==> config.mk <==
export PLATFORM = sky130hd
export DESIGN_NAME = dpcmp_flag_stage
export DESIGN_NICKNAME = d
export VERILOG_FILES = /design/src/rtl/dpcmp_pkg.sv /design/src/rtl/dpcmp_classify.sv /design/src/rtl/dpcmp_order.sv /design/src/rtl/dpcmp_flag_stage.sv
export SDC_FILE = /design/constraint.sdc
export NUM_CORES = 1
export LEC_CHECK = 0
export ABC_AREA = 1
export BUFFER_PORTS_ARGS = -buffer_cell sky130_fd_sc_hd__buf_4
export CAP_MARGIN = 0
export CORE_AREA = 2 2 107 109
export CTS_BUF_LIST = sky130_fd_sc_hd__clkbuf_8
export CTS_CLUSTER_SIZE = 8
export DETAILED_ROUTE_END_ITERATION = 7
export DIE_AREA = 0 0 109 111
export GPL_TIMING_DRIVEN = 0
export SLEW_MARGIN = 20
export SYNTH_ARGS = -nofsm -noshare
export SYNTH_HDL_FRONTEND = slang
export SYNTH_SLANG_ARGS = --single-unit
==> constraint.sdc <==
create_clock -name clk -period 2.06 [get_ports clk]
set_input_delay 0.412 -clock clk [delete_from_list [all_inputs] [get_ports clk]]
set_output_delay 0.412 -clock clk [all_outputs]
set_load 0.02 [all_outputs]
==> src/rtl/dpcmp_pkg.sv <==
package dpcmp_pkg;

  typedef enum logic [1:0] {
    CMP_GT = 2'd0,
    CMP_LT = 2'd1,
    CMP_EQ = 2'd2,
    CMP_UN = 2'd3
  } cmp_res_e;

  localparam int FLG_CF = 0;
  localparam int FLG_PF = 1;
  localparam int FLG_ZF = 2;
  localparam int FLG_AF = 3;
  localparam int FLG_SF = 4;
  localparam int FLG_OF = 5;
  localparam int FLG_W  = 6;

  // Zero/parity/carry code for a compare outcome
  function automatic logic [2:0] zpc_code(input cmp_res_e r);
    case (r)
      CMP_GT:  zpc_code = 3'b000;
      CMP_LT:  zpc_code = 3'b001;
      CMP_EQ:  zpc_code = 3'b100;
      default: zpc_code = 3'b111;
    endcase
  endfunction

endpackage

==> src/rtl/dpcmp_classify.sv <==
module dpcmp_classify #(
  parameter int EXP_W  = 11,
  parameter int FRAC_W = 52,
  localparam int FP_W  = EXP_W + FRAC_W + 1
) (
  input  logic [FP_W-1:0] val_i,
  output logic            sign_o,
  output logic            nan_o,
  output logic            snan_o,
  output logic            sub_o,
  output logic            zero_o,
  output logic [FP_W-2:0] mag_o
);
  logic [EXP_W-1:0]  ex;
  logic [FRAC_W-1:0] fr;

  always_comb begin
    ex     = val_i[FP_W-2 -: EXP_W];
    fr     = val_i[FRAC_W-1:0];
    sign_o = val_i[FP_W-1];
    mag_o  = val_i[FP_W-2:0];
    nan_o  = (&ex) && (|fr);
    snan_o = nan_o && !fr[FRAC_W-1];
    sub_o  = (ex == '0) && (|fr);
    zero_o = (ex == '0) && (fr == '0);
  end
endmodule

==> src/rtl/dpcmp_order.sv <==
module dpcmp_order
  import dpcmp_pkg::*;
#(
  parameter int MAG_W = 63
) (
  input  logic             a_sign_i,
  input  logic             b_sign_i,
  input  logic             a_nan_i,
  input  logic             b_nan_i,
  input  logic             a_zero_i,
  input  logic             b_zero_i,
  input  logic [MAG_W-1:0] a_mag_i,
  input  logic [MAG_W-1:0] b_mag_i,
  output cmp_res_e         res_o
);
  logic mag_gt;

  always_comb begin
    mag_gt = a_mag_i > b_mag_i;
    if (a_nan_i || b_nan_i)
      res_o = CMP_UN;
    else if (a_zero_i && b_zero_i)
      res_o = CMP_EQ;
    else if (a_sign_i != b_sign_i)
      res_o = a_sign_i ? CMP_LT : CMP_GT;
    else if (a_mag_i == b_mag_i)
      res_o = CMP_EQ;
    else
      // both negative: larger magnitude is the smaller value
      res_o = (mag_gt ^ a_sign_i) ? CMP_GT : CMP_LT;
  end
endmodule

==> src/rtl/dpcmp_flag_stage.sv <==
module dpcmp_flag_stage
  import dpcmp_pkg::*;
#(
  parameter int EXP_W  = 11,
  parameter int FRAC_W = 52,
  parameter int SRC_W  = 128,
  localparam int FP_W  = EXP_W + FRAC_W + 1
) (
  input  logic             clk,
  input  logic             rst,
  input  logic             vld_i,
  input  logic [SRC_W-1:0] src_a_i,
  input  logic [SRC_W-1:0] src_b_i,
  input  logic             sig_mode_i,
  input  logic             inv_mask_i,
  input  logic             den_mask_i,
  output logic             vld_o,
  output logic [FLG_W-1:0] flags_o,
  output logic             flag_we_o,
  output logic             inv_o,
  output logic             den_o
);
  localparam int N_OPS = 2;

  logic [FP_W-1:0] opv   [N_OPS];
  logic            sgn   [N_OPS];
  logic            nan   [N_OPS];
  logic            snan  [N_OPS];
  logic            sub   [N_OPS];
  logic            zro   [N_OPS];
  logic [FP_W-2:0] mag   [N_OPS];

  assign opv[0] = src_a_i[FP_W-1:0];
  assign opv[1] = src_b_i[FP_W-1:0];

  for (genvar g = 0; g < N_OPS; g++) begin : g_cls
    dpcmp_classify #(.EXP_W(EXP_W), .FRAC_W(FRAC_W)) u_cls (
      .val_i  (opv[g]),
      .sign_o (sgn[g]),
      .nan_o  (nan[g]),
      .snan_o (snan[g]),
      .sub_o  (sub[g]),
      .zero_o (zro[g]),
      .mag_o  (mag[g])
    );
  end

  cmp_res_e res;

  dpcmp_order #(.MAG_W(FP_W-1)) u_ord (
    .a_sign_i (sgn[0]),
    .b_sign_i (sgn[1]),
    .a_nan_i  (nan[0]),
    .b_nan_i  (nan[1]),
    .a_zero_i (zro[0]),
    .b_zero_i (zro[1]),
    .a_mag_i  (mag[0]),
    .b_mag_i  (mag[1]),
    .res_o    (res)
  );

  logic inv_raw, den_raw, blocked;

  always_comb begin
    inv_raw = sig_mode_i ? (nan[0] | nan[1]) : (snan[0] | snan[1]);
    den_raw = sub[0] | sub[1];
    blocked = (inv_raw & ~inv_mask_i) | (den_raw & ~den_mask_i);
  end

  always_ff @(posedge clk) begin
    if (rst) begin
      vld_o     <= 1'b0;
      flags_o   <= '0;
      flag_we_o <= 1'b0;
      inv_o     <= 1'b0;
      den_o     <= 1'b0;
    end else begin
      vld_o     <= vld_i;
      flag_we_o <= vld_i & ~blocked;
      inv_o     <= vld_i & inv_raw;
      den_o     <= vld_i & den_raw;
      if (vld_i)
        flags_o <= {3'b000, zpc_code(res)};
    end
  end
endmodule

---- Word level (Yosys, flattened, before mapping) ----
Cells that the tools add are included.
storage, ports and cells
  flip-flop bits (word level) ............. 7
  input bits .............................. 262
  logic and storage cells ................. 52
operators by class
  order comparisons ....................... 1
  equality and inequality tests ........... 4
  mux-type cells .......................... 8
  bitwise operators ....................... 13
  reductions and logical operators ........ 21
operators by type and width
  kind                                            number
  zero test 52 bit                                2
  OR reduction 52 bit                             2
  == test 63 bit                                  1
  > comparator 63 bit                             1
  zero test 11 bit                                2
  AND reduction 11 bit                            2
  logical AND 1 bit                               9
  one-hot mux 3 bit (3 select lines)              1
  two-way mux 2 bit                               4
  AND 1 bit                                       5
  OR 1 bit                                        4
  two-way mux 1 bit                               3
  inverter 1 bit                                  3
  == test 2 x 1 -> 1 bit (second input constant)  1
  == test 2 bit (second input constant)           1
  zero test 1 bit                                 2
  zero test 2 bit                                 1
  logical OR 1 bit                                1
  != test 1 bit                                   1
  XOR 1 bit                                       1

---- Logic depth before layout (Yosys ltp) ----
  depth after elaboration ................. 9
  depth in mapped cells ................... 18

---- Hierarchy ----
Synthesis repeated with hierarchy kept, for this count alone.
unflattened totals
  cells, all modules ...................... 601
  area total of the unflattened synthesis .. 3636.0 sq um
by module, submodules not included
  module            instances  cells an instance  area an instance (sq um)
  dpcmp_order       1          309                1865.5
  dpcmp_classify    2          127                744.5
  dpcmp_flag_stage  1          38                 281.5

---- Least setup slack after synthesis ----
No wires, ideal clock.
  path type ............................... input -> register
  from .................................... input port src_b_i[50]
  to ...................................... register flags_o[0]
  arrival ................................. 1624 ps
  data required time ...................... 1951 ps
  path slack .............................. 327 ps
  stages on the path ...................... 15
  path buffers ............................ 0
  cell sequence ........................... inv_1 > ha_1 > nand2_2 > nor2_1 > and2_1 > nand2_2 > inv_1 > nand2_1 > nand2_1 > nor2_1 > nand3_1 > nand3_1 > nand3_1 > nand2_1 > inv_1
on the way
  word-level cells in the longest chain between the ends .. 9
  elaborated cells between the ends (all ways) .. 18
  classes of those cells .................. order compare: 1; eq/ne: 3; mux: 6; bitwise: 1; reduce/logical: 7
RTL lines
  element                                 line                    RTL
  start, declared                         dpcmp_flag_stage.sv:13  input logic [SRC_W-1:0] src_b_i,
  > comparator 63 bit                     dpcmp_order.sv:19       mag_gt = a_mag_i > b_mag_i;
  XOR 1 bit                               dpcmp_order.sv:30       res_o = (mag_gt ^ a_sign_i) ? CMP_GT : CMP_LT;
  two-way mux 1 bit                       dpcmp_order.sv:30
  two-way mux 2 bit                       dpcmp_order.sv:26       else if (a_mag_i == b_mag_i)
  two-way mux 2 bit                       dpcmp_order.sv:24       else if (a_sign_i != b_sign_i)
  two-way mux 2 bit                       dpcmp_order.sv:22       else if (a_zero_i && b_zero_i)
  two-way mux 2 bit (*)                   dpcmp_order.sv:20       if (a_nan_i || b_nan_i)
  == test 2 bit (tied with other cells)   dpcmp_pkg.sv:20         case (r)
  one-hot mux 3 bit (3 select lines) (*)  dpcmp_pkg.sv:20
  end signal, assigned                    dpcmp_flag_stage.sv:83  flags_o <= {3'b000, zpc_code(res)};
  end, declared                           dpcmp_flag_stage.sv:18  output logic [FLG_W-1:0] flags_o,
Every way passes the cells marked *; elsewhere a longest branch is shown, timed or not.
A chain may end at the register's enable or synchronous reset.

---- Worst setup path after layout ----
  from .................................... input port src_a_i[54]
  to ...................................... register flags_o[0]
on the way
  word-level cells in the longest chain between the ends .. 9
  elaborated cells between the ends (all ways) .. 18
  classes of those cells .................. order compare: 1; eq/ne: 3; mux: 6; bitwise: 1; reduce/logical: 7
RTL lines
  element                                 line                    RTL
  start, declared                         dpcmp_flag_stage.sv:12  input logic [SRC_W-1:0] src_a_i,
  > comparator 63 bit                     dpcmp_order.sv:19
  XOR 1 bit                               dpcmp_order.sv:30
  two-way mux 1 bit                       dpcmp_order.sv:30
  two-way mux 2 bit                       dpcmp_order.sv:26
  two-way mux 2 bit                       dpcmp_order.sv:24
  two-way mux 2 bit                       dpcmp_order.sv:22
  two-way mux 2 bit (*)                   dpcmp_order.sv:20
  == test 2 bit (tied with other cells)   dpcmp_pkg.sv:20
  one-hot mux 3 bit (3 select lines) (*)  dpcmp_pkg.sv:20
Marked as above.

==> qor.txt <==
post-synth top area share - 27.8%
worst-path maximum fanout - 3
most instantiated cells after synthesis - 121 x nand2_1, 77 x inv_1, 71 x nor2_1
setup ws final - 0.183 ns
dpl ws - -0.0630 ns
synth-to-layout area growth - 46.0%
Die ar. - 12100 µm²
final wirelength - 10.5 mm
chip height - 111 µm
final net count - 973
Seq pwr share - 13.1%
Sw Share - 41.9%
Die X - 109 µm
Static Leak - 2.30 nW
ANT cells - 0
Clock Skews - 0 ns
DRT antenna net count - 0
EDFF count, synth - 0
setup repair after global routing missed its margin - false
Area contributors post-synth - ha_1 28%, nand2_1 16%, inv_1 10%, nor2_1 9.4%, nand4_1 7.5%
CP startpoint kind - input port
Site Rows - 39
Max IR drop VDD - 0.000128 V
first-pass GRT wire length - 16.3 mm
Ports - 272
hpwl dp - 9.73 mm
cell with the most instances after synthesis - nand2_1
Max H-tree Level - 1
# hold bufs at CTS - 0
Max Clk Rate - 0.533 GHz
Global Route Usage Sum - 16.7%
clock share of power - 17.5%
Crit path arrival time - 2.00 ns
total grt overflow - 0
Cells after Synth - 501
worst hold slack - 0.370 ns
Port Buffer Count - 140
Crit. End Element - register
per-cell routed wire length - 13.3 µm
clock sink total - 7
GP Congestion - 0.861
critical path required time - 2.18 ns
insertion delay to the later sink of the worst-skew pair - 0.22 ns
DRC violations left - 0
Comb pwr share - 69.4%
total of max-cap violations - 0
fin. max-slew vios - 0
largest area contributor in the netlist - ha_1
final setup violation count - 0
Sw Pwr - 0.452 mW
status - finished, final reports clean
register area - 140 µm²
final worst-path cycle share - 91.1%
WP buf/inv - 3
PwrDens - 260 nW/µm²
layout cells sized above 1 - 29.2%
Tmin final - 1.88 ns
critical path's top delay family - simple AND/OR/NAND/NOR gates
Std-Cell Core Area - 11100 µm²
post-synthesis sequential area ratio - 4.94%
Synth Register Bits - 7
Max clock buf depth - 2
Total Power - 1.08 mW
Final Hold Fails - 0
Vias/cell - 4.47
drt pass-1 iters - 4
post-layout util - 37.4%
Iter 0 DRT Violations - 111
crit-path cells - buf_4 -> ha_1 -> nand2_2 -> nor2_2 -> and2_1 -> nand2_2 -> inv_1 -> nand2_1 -> nand2_1 -> nor2_1 -> nand3_1 -> nand3_1 -> nand3_1 -> nand2_1 -> inv_1
crit-path max cell delay - 0.33 ns
CTS tree - yes
Worst Hold Class - in2reg
main flop type after synthesis - dfxtp_1
critical path class - in2reg
CTS Buf Count - 3
slowest CP cell - ha_1
clk slew on worst S/H paths - 0.04 ns
Netlist Area Pre-Place - 2840 µm²
post-synth cell types - 29
vias in the first global route - 3450
Fill cells - 1251
yosys warns - 0
initial antenna violation count - 0
Vias - 3534
async set-or-reset flop fraction in the synthesized netlist - 0%
Multi-input gate area - 2320 µm²
Starting Density - 25.6%
largest net degree at the start of global routing - 6
Fin Setup TNS - 0 ns
syn_area_per_cell - 5.66 µm²
CTS root buffer - clkbuf_8
Pint - 0.627 mW
## logic make-up after synthesis
group / share of synthesized area (%)
flip-flops: 4.94
AO/OA/AOI/OAI: 6.97
adder cells (fa/ha/maj): 27.8
AND/OR/NAND/NOR: 45.9
buffers and inverters: 14.3
other: 0.132
## worst reg2reg max path, cell delays in order (launching register included)
cell,delay [ns]
dfxtp_1,0.30
nor2_1,0.11
nor2_1,0.05
nand2_1,0.05
inv_1,0.03
## repair_timing
item	CTS	global route
setup buffers	0	0
endpoints found under the setup margin	0	1
gates resized for setup	0	4
## state kept, by name, indices dropped and copies added (netlist names)
name,cells
vld_o,1
flags_o,3
inv_o,1
flag_we_o,1
den_o,1
## power groups by stage
| stage | Sequential (mW) | Combinational [mW] | Clock (mW) |
|---|---|---|---|
| 6_report | 0.141 | 0.748 | 0.189 |
| 5_1_grt | 0.142 | 0.841 | 0.198 |
| 4_1_cts | 0.142 | 0.749 | 0.193 |
| 3_5_place_dp | 0.144 | 0.744 | 0 |
| 3_3_place_gp | 0.144 | 0.736 | 0 |
| 2_1_floorplan | 0.148 | 0.386 | 0 |
## cells in the final DEF, fill, tap and decap left out, types with 4 or more instances in the layout
cell type / count
nor3_1: 14
nand3_1: 26
nand2_2: 6
inv_1: 78
buf_4: 143
ha_1: 62
a21oi_1: 28
nor2_2: 4
nand4_1: 34
dfxtp_1: 7
inv_2: 25
nor2_1: 70
nand2_1: 120
## area by class of cell
cell class / count / share of cell area (%)
clock buffers: 3 / 0.997
clock inverters: 1 / 0.0906
plain buffers: 3 / 0.544
flip-flops and latches: 7 / 3.38
repair buffers: 140 / 25.4
inverters: 102 / 9.24
well taps: 143 / 4.32
multi-input cells: 391 / 56.1
## per-layer routing
layer	up-vias	GRT usage [%]	part of all wire (%)
met5	-	0	0
met4	0	1.45	0.20
met3	4	1.29	6.4
met2	111	28.8	46
met1	1507	23.2	47
li1	1912	-	-
## metrics by stage
stage | instances | cell area, µm²
3_5_place_dp | 786 | 4080
5_1_grt | 790 | 4140
3_3_place_gp | 786 | 4080
2_1_floorplan | 503 | 2850
6_report | 790 | 4140
4_1_cts | 790 | 4120
## worst paths after layout
| kind | from | endpoint | slack [ns] | depth (start not counted) |
|---|---|---|---|---|
| min reg2reg | flags_o[1] | flags_o[1] | 0.47 | 2 |
| min | rst | flags_o[1] | 0.37 | 2 |
| max | src_a_i[54] | flags_o[0] | 0.18 | 15 |
| max reg2reg | flags_o[0] | flags_o[0] | 1.41 | 4 |
Note: power is estimated with default switching activity, not from simulation.
